[src/rtl/spi_slave_pkg.sv]
package spi_slave_pkg;

    typedef enum logic [1:0] {
        MODE_IDLE_LOW_LEAD  = 2'b00,
        MODE_IDLE_LOW_TRAIL = 2'b01,
        MODE_IDLE_HI_LEAD   = 2'b10,
        MODE_IDLE_HI_TRAIL  = 2'b11
    } spi_mode_e;

    // Sampling happens on the falling edge when idle level and phase differ.
    function automatic logic samples_on_fall(input logic cpol, input logic cpha);
        spi_mode_e m;
        m = spi_mode_e'({cpol, cpha});
        return (m == MODE_IDLE_LOW_TRAIL) || (m == MODE_IDLE_HI_LEAD);
    endfunction

endpackage

[src/rtl/spi_sync.sv]
module spi_sync #(
    parameter int N         = 3,
    parameter int STAGES    = 2,
    parameter logic [N-1:0] RST_VAL = '0
) (
    input  logic         clk,
    input  logic         rst_n,
    input  logic [N-1:0] d,
    output logic [N-1:0] q
);
    logic [STAGES-1:0][N-1:0] st_d, st_q;

    always_comb begin
        st_d[0] = d;
        for (int i = 1; i < STAGES; i++) begin
            st_d[i] = st_q[i-1];
        end
    end

    genvar g;
    generate
        for (g = 0; g < STAGES; g++) begin : g_stage
            always_ff @(posedge clk or negedge rst_n) begin
                if (!rst_n) st_q[g] <= RST_VAL;
                else        st_q[g] <= st_d[g];
            end
        end
    endgenerate

    assign q = st_q[STAGES-1];
endmodule

[src/rtl/spi_shift_core.sv]
module spi_shift_core
    import spi_slave_pkg::*;
#(
    parameter int W  = 8,
    localparam int CW = (W > 1) ? $clog2(W) : 1
) (
    input  logic          clk,
    input  logic          rst_n,
    input  logic          en,
    input  logic          cpol,
    input  logic          cpha,
    input  logic          lsb_first,
    input  logic          miso_en,
    input  logic          sck_s,
    input  logic          mosi_s,
    input  logic          ss_n_s,
    input  logic [W-1:0]  tx_byte,
    output logic          miso_bit,
    output logic          miso_oe,
    output logic          complete,
    output logic [W-1:0]  rx_word,
    output logic [CW-1:0] bit_cnt
);
    typedef struct packed {
        logic [W-1:0]  tx_sr;
        logic [W-1:0]  rx_sr;
        logic [CW-1:0] cnt;
        logic          fresh;
        logic          sck_prev;
    } core_t;

    core_t q, d;
    logic  active, rise, fall, samp, shft;
    logic [W-1:0] rx_next;

    always_comb begin
        d        = q;
        d.sck_prev = sck_s;
        rise     = sck_s & ~q.sck_prev;
        fall     = ~sck_s & q.sck_prev;
        active   = en & ~ss_n_s;
        samp     = active & (samples_on_fall(cpol, cpha) ? fall : rise);
        shft     = active & (samples_on_fall(cpol, cpha) ? rise : fall);
        rx_next  = lsb_first ? {mosi_s, q.rx_sr[W-1:1]} : {q.rx_sr[W-2:0], mosi_s};
        complete = 1'b0;
        if (!active) begin
            d.tx_sr = tx_byte;
            d.rx_sr = '0;
            d.cnt   = '0;
            d.fresh = cpha;
        end else begin
            if (samp) begin
                d.rx_sr = rx_next;
                if (q.cnt == CW'(W-1)) begin
                    d.cnt    = '0;
                    d.fresh  = 1'b1;
                    complete = 1'b1;
                end else begin
                    d.cnt = q.cnt + 1'b1;
                end
            end
            if (shft) begin
                if (q.fresh) begin
                    d.tx_sr = tx_byte;
                    d.fresh = 1'b0;
                end else begin
                    d.tx_sr = lsb_first ? (q.tx_sr >> 1) : (q.tx_sr << 1);
                end
            end
        end
    end

    always_ff @(posedge clk or negedge rst_n) begin
        if (!rst_n) q <= '0;
        else        q <= d;
    end

    assign rx_word  = rx_next;
    assign miso_bit = lsb_first ? q.tx_sr[0] : q.tx_sr[W-1];
    assign miso_oe  = active & miso_en;
    assign bit_cnt  = q.cnt;
endmodule

[src/rtl/spi_rx_hold.sv]
module spi_rx_hold #(
    parameter int W = 8
) (
    input  logic         clk,
    input  logic         rst_n,
    input  logic         complete,
    input  logic [W-1:0] rx_word,
    input  logic         clr,
    output logic [W-1:0] rx_byte,
    output logic         done
);
    typedef struct packed {
        logic [W-1:0] data;
        logic         flag;
    } hold_t;

    hold_t q, d;

    always_comb begin
        d = q;
        if (complete) begin
            d.data = rx_word;
            d.flag = 1'b1;
        end else if (clr) begin
            d.flag = 1'b0;
        end
    end

    always_ff @(posedge clk or negedge rst_n) begin
        if (!rst_n) q <= '0;
        else        q <= d;
    end

    assign rx_byte = q.data;
    assign done    = q.flag;
endmodule

[src/rtl/spi_byte_slave.sv]
module spi_byte_slave #(
    parameter int DATA_W      = 8,
    parameter int SYNC_STAGES = 2,
    localparam int CNT_W      = (DATA_W > 1) ? $clog2(DATA_W) : 1
) (
    input  logic              clk,
    input  logic              rst_n,
    input  logic              cfg_en,
    input  logic              cfg_cpol,
    input  logic              cfg_cpha,
    input  logic              cfg_lsb_first,
    input  logic              cfg_miso_en,
    input  logic              sck_i,
    input  logic              mosi_i,
    input  logic              ss_n_i,
    output logic              miso_o,
    output logic              miso_oe_o,
    input  logic [DATA_W-1:0] tx_byte_i,
    output logic [DATA_W-1:0] rx_byte_o,
    output logic              done_o,
    input  logic              done_clr_i
);
    logic              sck_s, mosi_s, ss_s;
    logic              complete;
    logic [DATA_W-1:0] rx_word;
    logic [CNT_W-1:0]  bit_cnt;

    spi_sync #(.N(3), .STAGES(SYNC_STAGES), .RST_VAL(3'b100)) u_sync (
        .clk   (clk),
        .rst_n (rst_n),
        .d     ({ss_n_i, mosi_i, sck_i}),
        .q     ({ss_s, mosi_s, sck_s})
    );

    spi_shift_core #(.W(DATA_W)) u_core (
        .clk       (clk),
        .rst_n     (rst_n),
        .en        (cfg_en),
        .cpol      (cfg_cpol),
        .cpha      (cfg_cpha),
        .lsb_first (cfg_lsb_first),
        .miso_en   (cfg_miso_en),
        .sck_s     (sck_s),
        .mosi_s    (mosi_s),
        .ss_n_s    (ss_s),
        .tx_byte   (tx_byte_i),
        .miso_bit  (miso_o),
        .miso_oe   (miso_oe_o),
        .complete  (complete),
        .rx_word   (rx_word),
        .bit_cnt   (bit_cnt)
    );

    spi_rx_hold #(.W(DATA_W)) u_hold (
        .clk      (clk),
        .rst_n    (rst_n),
        .complete (complete),
        .rx_word  (rx_word),
        .clr      (done_clr_i),
        .rx_byte  (rx_byte_o),
        .done     (done_o)
    );
endmodule

[config.mk]
export PLATFORM = sky130hd
export DESIGN_NAME = spi_byte_slave
export DESIGN_NICKNAME = d
export VERILOG_FILES = /design/src/rtl/spi_slave_pkg.sv /design/src/rtl/spi_sync.sv /design/src/rtl/spi_shift_core.sv /design/src/rtl/spi_rx_hold.sv /design/src/rtl/spi_byte_slave.sv
export SDC_FILE = /design/constraint.sdc
export NUM_CORES = 1
export LEC_CHECK = 0
export BUFFER_PORTS_ARGS = -buffer_cell sky130_fd_sc_hd__buf_2
export CAP_MARGIN = 40
export CORE_MARGIN = 2
export CORE_UTILIZATION = 54
export CTS_CLUSTER_DIAMETER = 200
export DETAILED_ROUTE_END_ITERATION = 8
export PLACE_DENSITY = 0.78
export SYNTH_ARGS = -nofsm -noshare
export SYNTH_HDL_FRONTEND = slang
export SYNTH_SLANG_ARGS = --single-unit
[constraint.sdc]
create_clock -name clk -period 1.9 [get_ports clk]
set_clock_uncertainty 0.1 [all_clocks]
set_input_delay 0.19 -clock clk [delete_from_list [all_inputs] [get_ports clk]]
set_output_delay 0.19 -clock clk [all_outputs]
set_load 0.005 [all_outputs]
After elaboration in Yosys (flattened, before gate mapping). Cells that the tools add are included.

Add/sub/neg operators: 1. Equality and inequality tests: 5. Multiplexer cells: 18. Bitwise gates (word level): 9. Reductions and logical operators: 2.

Operators by type and width (count): 2-to-1 mux 8 bit (4); 2-to-1 mux 20 bit (1); 2-to-1 mux 12 bit (1); 2-to-1 mux 1 bit (11); AND 1 bit (6); != test 2 bit, second input constant (2); adder 3 x 1 -> 3 bit, second input constant (1); equality test 3 bit, second input constant (1); 2-to-1 mux 3 bit (1); inverter 1 bit (3); equality test 2 x 1 -> 1 bit, second input constant (1); equality test 2 bit, second input constant (1); nonzero test 2 bit (1); logical OR 1 bit (1).

Flip-flop bits (word level): 36. Bits of input ports: 19. Output and inout port bits: 11. Logic and storage cells: 44.

Longest topological paths before layout. Gate-level depths: netlist (run 1).

Depth in word-level cells: 8. Depth in mapped cells: 6. Mapped depth without buffers: 4.

Cells and area by module. From an unflattened synthesis (run 1), not the netlist that was laid out.

Cells, all modules: 134. Area, all modules: 1699.1 µm².

Modules (own cells, without submodules): spi_shift_core (instances 1, cells each 108, area an instance 1177.4 µm², seq. area each 525.5 µm²); spi_rx_hold (instances 1, cells each 20, area an instance 369.1 µm², seq. area each 225.2 µm²); spi_sync (instances 1, cells each 6, area an instance 152.6 µm², seq. area each 152.6 µm²).

Worst setup path after synthesis (run 1). No wires, ideal clock.

Kind: reg-to-reg. Start point: register u_sync.st_q, in the netlist u_sync.q[2]. End point: register u_hold.q, in the netlist u_hold.rx_byte[1]. Library setup time: 0.125 ns. Data arrival time: 1.477 ns. Data required time: 1.675 ns. Setup slack: 0.198 ns. Cell stages (with the launch flop): 5. Path buffers: 0. Period minus slack after synthesis: 1.702 ns. Cell sequence: dfstp_2 > and4bb_2 > mux2_4 > nand2_4 > mux2_2.

Longest elaborated chain between the ends: 5.

Ends and longest elaborated chain: from (decl) (RTL line spi_sync.sv:11) `logic [STAGES-1:0][N-1:0] st_d, st_q;`; from (signal, indexed assignment) (RTL line spi_sync.sv:25) `else st_q[g] <= st_d[g];`; inverter 1 bit (*) (RTL line spi_shift_core.sv:41) `active = en & ~ss_n_s;`; AND 1 bit (*) (RTL line spi_shift_core.sv:41); AND 1 bit (RTL line spi_shift_core.sv:42) `samp = active & (samples_on_fall(cpol, cpha) ? fall : rise);`; 2-to-1 mux 1 bit (RTL line spi_shift_core.sv:52) `if (samp) begin`; 2-to-1 mux 1 bit (*) (RTL line spi_shift_core.sv:46) `if (!active) begin`; to (signal assigned) (RTL line spi_rx_hold.sv:30) `if (!rst_n) q <= '0;`; to (signal assigned) (RTL line spi_rx_hold.sv:31) `else q <= d;`; to (decl) (RTL line spi_rx_hold.sv:17) `hold_t q, d;`.

Every way passes the cells marked *; elsewhere a longest branch is shown, timed or not. A chain may end at the register's enable or synchronous reset.

Worst setup path after layout (run 1).
Start point: input port cfg_cpha. End point: register u_hold.q, in the netlist u_hold.rx_byte[4].

Longest elaborated chain between the ends: 6. Elaborated cells between the ends (all ways): 7. Those cells by class: 2 x eq/ne; 3 x mux; 1 x bitwise; 1 x reduce/logical.

Ends and longest elaborated chain: from (decl) (RTL line spi_byte_slave.sv:10) `input logic cfg_cpha,`; equality test 2 x 1 -> 1 bit or equality test 2 bit (tied branches) (RTL line spi_slave_pkg.sv:14) `return (m == MODE_IDLE_LOW_TRAIL) || (m == MODE_IDLE_HI_LEAD);`; logical OR 1 bit (*) (RTL line spi_slave_pkg.sv:14); 2-to-1 mux 1 bit (*) (RTL line spi_shift_core.sv:42); AND 1 bit (*) (RTL line spi_shift_core.sv:42); 2-to-1 mux 1 bit (*) (RTL line spi_shift_core.sv:52); 2-to-1 mux 1 bit (*) (RTL line spi_shift_core.sv:46).

Marked as above.

==> impl_metrics.ini, run 1 <==
[die]
num_rows = 20
fp.coreArea_um2 = 3000
io_pins = 30
die_w_um = 59.6
initial_core_util_pct = 55.5
die-area_um2 = 3550
die_h_um = 59.6

[placed_design]
dp.cells = 190
routabilityCongestion = 0.730
port-buffer-count = 29
place_hpwl_mm = 2.12
preCtsSetupSlack_ps = 117

[yosys]
syn_inst = 131
netlist.area_leader.share_pct = 51.1
synth_seq_cells = 36
synth_top_area_cell = dfrtp_1
syn_area_per_cell_um2 = 12.7
ys_warn_count = 0
synth_area_leaders = dfrtp_1 (51%), mux2_2 (10%), mux2i_1 (6.0%)
yosysSeqAreaShare_pct = 54.2
synth_area_um2 = 1670
ys_types = 24
syn-num-nets = 152

[global_routing]
grt_max_degree = 37
antenna_found_initial = 0
grt_pass1_vias = 1169
grt_usage_pct = 20.6
overflow = 0
grt_first_pass_wirelength_mm = 5.27

[finish]
layout-drive-gt1-share_pct = 38.6
stdcell_count = 204
syn2layout_area_growth_pct = 17.6
fillers = 240
final_nets = 191
antenna_cells = 0
seq_area_um2 = 903
multi_input_area_um2 = 697

[clocking]
root_buffer = clkbuf_4
clk_pin_slew_worst_paths_ps = 110
cts-htree-levels = 2
insertion_delay_ps = 340
postCtsSetupRepairBufs = 0
cts_buffer_depth = 2
cts-buffers-inserted = 5
cts_tree = yes
cts_num_sinks = 36

[route]
ant_nets = 0
wirelength_mm = 3.03
wl_per_cell_um = 14.9
drcViolationCount = 0
drt-pass1-iter-count = 4
vias_per_cell = 5.55
vias = 1133
dr.first_iter.drc_count = 34

[power_and_ir_drop]
vdd_ir_drop_max_mv = 0.521
power_leakage_nw = 1.04
p_total_mw = 1.40
p_per_area_nw_per_um2 = 712

[sta]
hold_violations = 0
setup_violations = 0
timing.fmax_ghz = 0.538
period_share_pct = 97.8
finalCriticalPeriod_ps = 1860
slew-limit-headroom_pct = 48.9
final-max-slew-violation-count = 0
worst_slack_ps = 41.8
worstMarginPinSlew_ps = 767
rsz0062_at_grt = no
holdWs_ps = 70.9
fin_setup_tns_ps = 0

[setup_path]
worstPathArrival_ps = 1990
cp-start-kind = primary input
endpoint_kind = flip-flop
critPathKind = in -> reg
crit_required_ps = 2030
path_max_fanout = 10

[flow_run]
cap_violations = 0

[run_status]
status = finished, final reports clean

[worst_hold_path]
hp-class = in -> reg
## cells in the mapped netlist
| cell type | number |
|---|---|
| o2bb2ai_1 | 1 |
| inv_1 | 10 |
| mux2_2 | 15 |
| o41ai_1 | 1 |
| nor2_1 | 2 |
| o21ai_0 | 9 |
| dfstp_2 | 2 |
| o211ai_1 | 6 |
| nor2b_1 | 1 |
| nand3_1 | 1 |
| dfrtp_1 | 34 |
| ha_1 | 2 |
| nand2b_1 | 3 |
| nand2_1 | 8 |
| mux2_4 | 4 |
| buf_2 | 4 |
| and4bb_2 | 2 |
| mux2i_1 | 10 |
| xnor2_2 | 1 |
| and2_1 | 1 |
| buf_6 | 1 |
| nor3b_1 | 1 |
| nand2_4 | 2 |
| a22o_1 | 10 |
## cells by family (layout without fill, tap and decap cells)
logic type / count (synthesis) / after routing / share of synthesized area (%)
multiplexers: 29 / 29 / 19.7
AO/OA/AOI/OAI: 27 / 27 / 11.7
XOR/XNOR: 1 / 1 / 0.976
buffers and inverters: 15 / 55 / 4.13
AND/OR/NAND/NOR: 21 / 21 / 7.73
flip-flops: 36 / 36 / 54.2
adder cells (fa/ha/maj): 2 / 2 / 1.50
## worst max-delay path: stages
cell and delay (ps):
dlygate4sd3_1 540, buf_2 150, xnor2_2 260, mux2_4 350, nand2_4 140, mux2_2 350
## placed cells by master, fill, tap and decap left out, types with 3 or more instances in the layout
cell           Yosys  layout
clkbuf_4           0       5
buf_2              4      29
a22o_1            10      10
dlygate4sd3_1      0       6
mux2_4             4       4
dfrtp_1           34      34
mux2_2            15      15
nand2b_1           3       3
inv_1             10      10
mux2i_1           10      10
o21ai_0            9       9
nand2_1            8       8
o211ai_1           6       6
## area by class of cell
class | instances | share of cell area (%)
flip-flops and latches | 36 | 46.1
multi-input cells | 80 | 35.5
inverters | 10 | 1.91
clock buffers | 5 | 1.91
well taps | 33 | 2.11
repair buffers | 37 | 11.2
clock inverters | 3 | 1.21
## through the flow
stage	utilization [%]	area [um^2]
2_1_floorplan	-	1670
3_3_place_gp	61.2	1840
3_5_place_dp	61.2	1840
4_1_cts	65.2	1960
5_1_grt	65.3	1960
6_report	65.3	1960
## registers in the layout, summed over array words and instances (netlist names)
register        flops
u_core.q           18
u_hold.rx_byte      8
u_core.bit_cnt      3
u_sync.q            3
u_sync.st_d         3
u_hold.done         1
## repair_timing
action                                  CTS  global route
endpoints found under the setup margin    0            11
gates resized for setup                   0             1
hold buffers                              6             0
endpoints found under the hold margin    39             0
## power breakdown
part / leakage, nW / internal (mW) / switching, mW
registers: 0.458 / 0.800 / 0.0210
logic: 0.556 / 0.0797 / 0.0867
clock network: 0.0274 / 0.145 / 0.263
total: 1.04 / 1.02 / 0.371
## routing by layer
| layer | vias to the layer above | GRT usage [%] | routed length, um |
|---|---|---|---|
| li1 | 540 | - | - |
| met1 | 555 | 25.9 | 1340 |
| met2 | 33 | 33.4 | 1510 |
| met3 | 5 | 4.59 | 129 |
| met4 | 0 | 10.8 | 56 |
| met5 | - | 0 | 0 |
## final timing paths
check / to / slack, ps / startpoint / cells past startpoint
setup / recovery: u_hold.rx_byte[4] / 40 / cfg_cpha / 6
hold / removal: u_core.q[18] / 70 / tx_byte_i[5] / 3
setup reg to reg: u_hold.rx_byte[4] / 110 / u_sync.q[2] / 4
hold reg to reg: u_sync.q[0] / 260 / u_sync.st_d[3] / 0
max in group asynchronous: u_hold.rx_byte[7] / 870 / rst_n / 2
min in group asynchronous: u_core.q[18] / 340 / rst_n / 2
Power figures use the tool's default switching activity.
==> inputs of run 2 (changes only) <==
--- a/config.mk
+++ b/config.mk
@@ -8,10 +8,11 @@
 export BUFFER_PORTS_ARGS = -buffer_cell sky130_fd_sc_hd__buf_2
 export CAP_MARGIN = 40
 export CORE_MARGIN = 2
-export CORE_UTILIZATION = 54
+export CORE_UTILIZATION = 56
+export CTS_BUF_LIST = sky130_fd_sc_hd__clkbuf_2
 export CTS_CLUSTER_DIAMETER = 200
 export DETAILED_ROUTE_END_ITERATION = 8
-export PLACE_DENSITY = 0.78
+export PLACE_DENSITY = 0.8
 export SYNTH_ARGS = -nofsm -noshare
 export SYNTH_HDL_FRONTEND = slang
 export SYNTH_SLANG_ARGS = --single-unit
==> impl_metrics.ini, run 2 (synthesis results as in run 1) <==
[run_status]
status = finished, final reports clean

[setup_path]
endpoint_kind = flip-flop
path_max_fanout = 10
crit_required_ps = 2080
critPathKind = reg -> reg
cp-start-kind = flip-flop
worstPathArrival_ps = 2010

[power_and_ir_drop]
p_per_area_nw_per_um2 = 859
clkPwrFrac_pct = 42.8
power_frac_comb_pct = 9.7
p_total_mw = 1.73
vdd_ir_drop_max_mv = 0.759
switchingPower_mw = 0.362
seqPwrFrac_pct = 47.5
p_int_mw = 1.37
p_sw_share_pct = 20.9
power_leakage_nw = 1.08

[finish]
final_cell_mix = dfrtp_1 (34), buf_2 (29), mux2_2 (15)
regMostFlops = u_core.q
fillers = 216
final_common_cell = dfrtp_1
final_nets = 191
syn2layout_area_growth_pct = 20.7
antenna_cells = 0
post-route-util_pct = 72.3
layout-drive-gt1-share_pct = 38.6
design_area_um2 = 2010
largest_register_ffs = 18

[sta]
rsz0062_at_grt = no
setup_violations = 0
finalCriticalPeriod_ps = 1830
period_share_pct = 96.3
slew-limit-headroom_pct = 48.9
timing.fmax_ghz = 0.546
fin_setup_tns_ps = 0
hold_violations = 0
final-max-slew-violation-count = 0
worst_slack_ps = 69.7
worstMarginPinSlew_ps = 766

[global_routing]
use_met3_pct = 5.93
grt_max_degree = 37
grt_pass1_vias = 1155
overflow = 0
use_met2_pct = 32.9
antenna_found_initial = 0
grt-busiest-layer = met2
grt_first_pass_wirelength_mm = 5.33
grt_use_met1_pct = 28.3
grt_usage_pct = 21.0

[die]
die_w_um = 58.6
num_rows = 19
initial_core_util_pct = 59.9
die-area_um2 = 3430
io_pins = 30
die_h_um = 58.6
fp.coreArea_um2 = 2780

[clocking]
cts_num_sinks = 36
cts-htree-levels = 2
cts_tree = yes
root_buffer = clkbuf_2
cts_buffer_depth = 2
insertion_delay_ps = 380
cts-buffers-inserted = 5
clk_pin_slew_worst_paths_ps = 180

[placed_design]
routabilityCongestion = 0.765
port-buffer-count = 29
placed_cell_area_um2 = 1830
preCtsSetupSlack_ps = 101
place_hpwl_mm = 2.12

[worst_hold_path]
hp-class = in -> reg

[route]
vias = 1140
drcViolationCount = 0
drt-pass1-iter-count = 4
dr.first_iter.drc_count = 66
ant_nets = 0
wirelength_mm = 3.09
wl_per_cell_um = 15.3
vias_per_cell = 5.64

[flow_run]
cap_violations = 0
## run 2: cell types whose count changed in the layout (fill, tap and decap cells not counted)
cell	previous run	this run
clkbuf_2	0	5
clkbuf_4	5	0
bufinv_16	0	3
clkinvlp_4	2	0
clkinv_4	1	0
## run 2: power groups by stage
stage	sequential (mW)	combinational, mW	clock, mW
floorplan	0.829	0.103	0
global placement	0.833	0.152	0
detailed placement	0.834	0.158	0
CTS	0.821	0.169	0.753
global route	0.826	0.188	0.785
finish	0.821	0.168	0.740
## run 2: worst max-delay path, stage by stage, from the launching register on
cell and delay [ps]:
dfstp_2 590, and4bb_2 240, mux2_4 290, nand2_4 150, mux2_2 350
## run 2: stage by stage
step,cells,hold slack [ps]
after floorplan,131,-206
after global placement,188,190
after detailed placement,188,199
after CTS,202,0.131
after global routing,202,28.1
final,202,20.6
## run 2: layout make-up
cell class	count	area (um^2)	area share [%]
well taps	31	38.8	1.93
clock buffers	5	25.0	1.24
inverters	10	37.5	1.87
repair buffers	37	220	10.9
clock inverters	3	90.1	4.48
flip-flops and latches	36	903	44.9
multi-input cells	80	697	34.6
## run 2: per-layer routing
layer  routed length [um]  vias to the layer above  share of wire (%)
met3                  172                        6                5.6
met2                 1490                       33                 48
met4                   40                        0                1.3
li1                     -                      547                  -
met5                    0                        -                  0
met1                 1390                      554                 45
## run 2: timing repair
| item | in CTS | in global routing |
|---|---|---|
| resized for setup | 0 | 1 |
| hold endpoints to repair | 39 | 0 |
| endpoints found under the setup margin | 0 | 10 |
| buffers inserted | 0 | 0 |
| hold buffers | 6 | 0 |
## run 2: final timing paths
| path | from | to | slack [ps] | depth (start not counted) |
|---|---|---|---|---|
| setup / recovery | u_sync.q[2] | u_hold.rx_byte[6] | 70 | 4 |
| hold / removal | tx_byte_i[6] | u_core.q[19] | 20 | 3 |
| setup reg to reg | u_sync.q[2] | u_hold.rx_byte[6] | 70 | 4 |
| hold reg to reg | u_sync.st_d[5] | u_sync.q[2] | 270 | 0 |
| max in group asynchronous | rst_n | u_core.q[8] | 920 | 2 |
| min in group asynchronous | rst_n | u_core.q[19] | 290 | 2 |
==> inputs of run 3 (changes only) <==
--- a/config.mk
+++ b/config.mk
@@ -12,7 +12,7 @@
 export CTS_BUF_LIST = sky130_fd_sc_hd__clkbuf_2
 export CTS_CLUSTER_DIAMETER = 200
 export DETAILED_ROUTE_END_ITERATION = 8
-export PLACE_DENSITY = 0.8
+export PLACE_DENSITY_LB_ADDON = 0.25
 export SYNTH_ARGS = -nofsm -noshare
 export SYNTH_HDL_FRONTEND = slang
 export SYNTH_SLANG_ARGS = --single-unit
==> impl_metrics.ini, run 3 (synthesis results as in run 1) <==
[run_status]
status = finished, final reports clean

[die]
fp.coreArea_um2 = 2780
die_w_um = 58.6
die_h_um = 58.6
die-area_um2 = 3430
initial_core_util_pct = 59.9
io_pins = 30
num_rows = 19

[placed_design]
placed_cell_area_um2 = 1830
place_hpwl_mm = 2.28
routabilityCongestion = 0.766
port-buffer-count = 29

[setup_path]
cp_slowest_cell = dlygate4sd3_1
reg2reg_depth = 4
critPathKind = in -> reg
r2r_end = u_hold.rx_byte[1]
crit_required_ps = 2070
endpoint_kind = flip-flop
worstPathArrival_ps = 2000
setup.worst_path.end = u_hold.rx_byte[1]
r2r_slack_ps = 120
timing.rr.start = u_sync.q[2]
path_cells = dlygate4sd3_1 > buf_2 > xnor2_2 > mux2_4 > nand2_4 > mux2_2
path_max_fanout = 10
startpoint = cfg_cpha
cp-start-kind = primary input
cpPeakStageDelay_ps = 530

[finish]
largest_register_ffs = 18
design_area_um2 = 1940
post-route-util_pct = 69.6
final_cell_mix = dfrtp_1 (34), buf_2 (29), mux2_2 (15)
multi_input_area_um2 = 697
antenna_cells = 0
regMostFlops = u_core.q
syn2layout_area_growth_pct = 16.1
layout-drive-gt1-share_pct = 38.0
seq_area_um2 = 903
final_common_cell = dfrtp_1
fillers = 215
final_nets = 191

[clocking]
cts-htree-levels = 2
cts_tree = yes
root_buffer = clkbuf_2
cts_num_sinks = 36
cts-buffers-inserted = 5
clk_pin_slew_worst_paths_ps = 170
cts_buffer_depth = 2
insertion_delay_ps = 370

[worst_hold_path]
hp-class = in -> reg

[sta]
finalCriticalPeriod_ps = 1830
period_share_pct = 96.5
setup_violations = 0
timing.fmax_ghz = 0.546
slew-limit-headroom_pct = 49.4
rsz0062_at_grt = no
hold_violations = 0
fin_setup_tns_ps = 0
final-max-slew-violation-count = 0
worstMarginPinSlew_ps = 760

[global_routing]
antenna_found_initial = 0
grt_first_pass_wirelength_mm = 5.53
grt_max_degree = 37
grt_usage_pct = 22.1
grt_pass1_vias = 1197
overflow = 0

[flow_run]
cap_violations = 0

[route]
vias_per_cell = 5.72
drt-pass1-iter-count = 6
wirelength_mm = 3.17
dr.first_iter.drc_count = 64
ant_nets = 0
drcViolationCount = 0
wl_per_cell_um = 15.7
vias = 1155

[power_and_ir_drop]
p_per_area_nw_per_um2 = 684
p_total_mw = 1.32
vdd_ir_drop_max_mv = 0.598
power_leakage_nw = 1.05
==> run 3: area by class of cell <==
| type | instances | area share [%] |
|---|---|---|
| sequential | 36 | 46.7 |
| tap | 31 | 2.00 |
| inverter | 10 | 1.94 |
| multi-input combinational | 80 | 36.0 |
| timing repair buffer | 37 | 11.4 |
| clock buffer | 7 | 1.81 |
| clock inverter | 1 | 0.194 |
==> run 3: worst max-delay path, delay by kind of cell <==
family	cells	cell delay (ps)
simple gates	1	150
mux	2	690
buf+inv	2	680
xor+xnor	1	280
==> run 3: timing repair <==
item | in CTS | in global routing
buffers inserted | 0 | 0
hold buffers | 6 | 0
resized for setup | 0 | 1
setup endpoints to repair | 0 | 11
endpoints found under the hold margin | 39 | 0
==> run 3: through the flow <==
step	cells	worst slack, ps	hold WS [ps]
6_report	202	66.9	27.4
5_1_grt	202	46.2	25.5
4_1_cts	202	13.0	12.6
3_5_place_dp	188	125	200
3_3_place_gp	188	161	191
2_1_floorplan	131	198	-206
==> run 3: worst min-delay path by stage <==
stage | cells after the start | to | start | slack (ps)
floorplan | 0 | u_core.bit_cnt[0] | rst_n | -210
global placement | 1 | u_core.q[19] | rst_n | 190
detailed placement | 1 | u_core.q[19] | rst_n | 200
CTS | 3 | u_core.q[14] | tx_byte_i[1] | 10
global route | 3 | u_core.q[18] | tx_byte_i[5] | 30
finish | 3 | u_core.q[14] | tx_byte_i[1] | 30
==> run 3: power by group <==
group | switching, mW | total [mW] | internal (mW)
clock network | 0.233 | 0.332 | 0.0986
logic | 0.0908 | 0.171 | 0.0799
registers | 0.0215 | 0.822 | 0.801
total | 0.345 | 1.32 | 0.979
==> run 3: layer usage <==
layer | global-route usage [%] | wire length [um]
met2 | 36.0 | 1580
met5 | 0 | 0
met3 | 7.03 | 172
met4 | 7.31 | 50
met1 | 28.2 | 1370
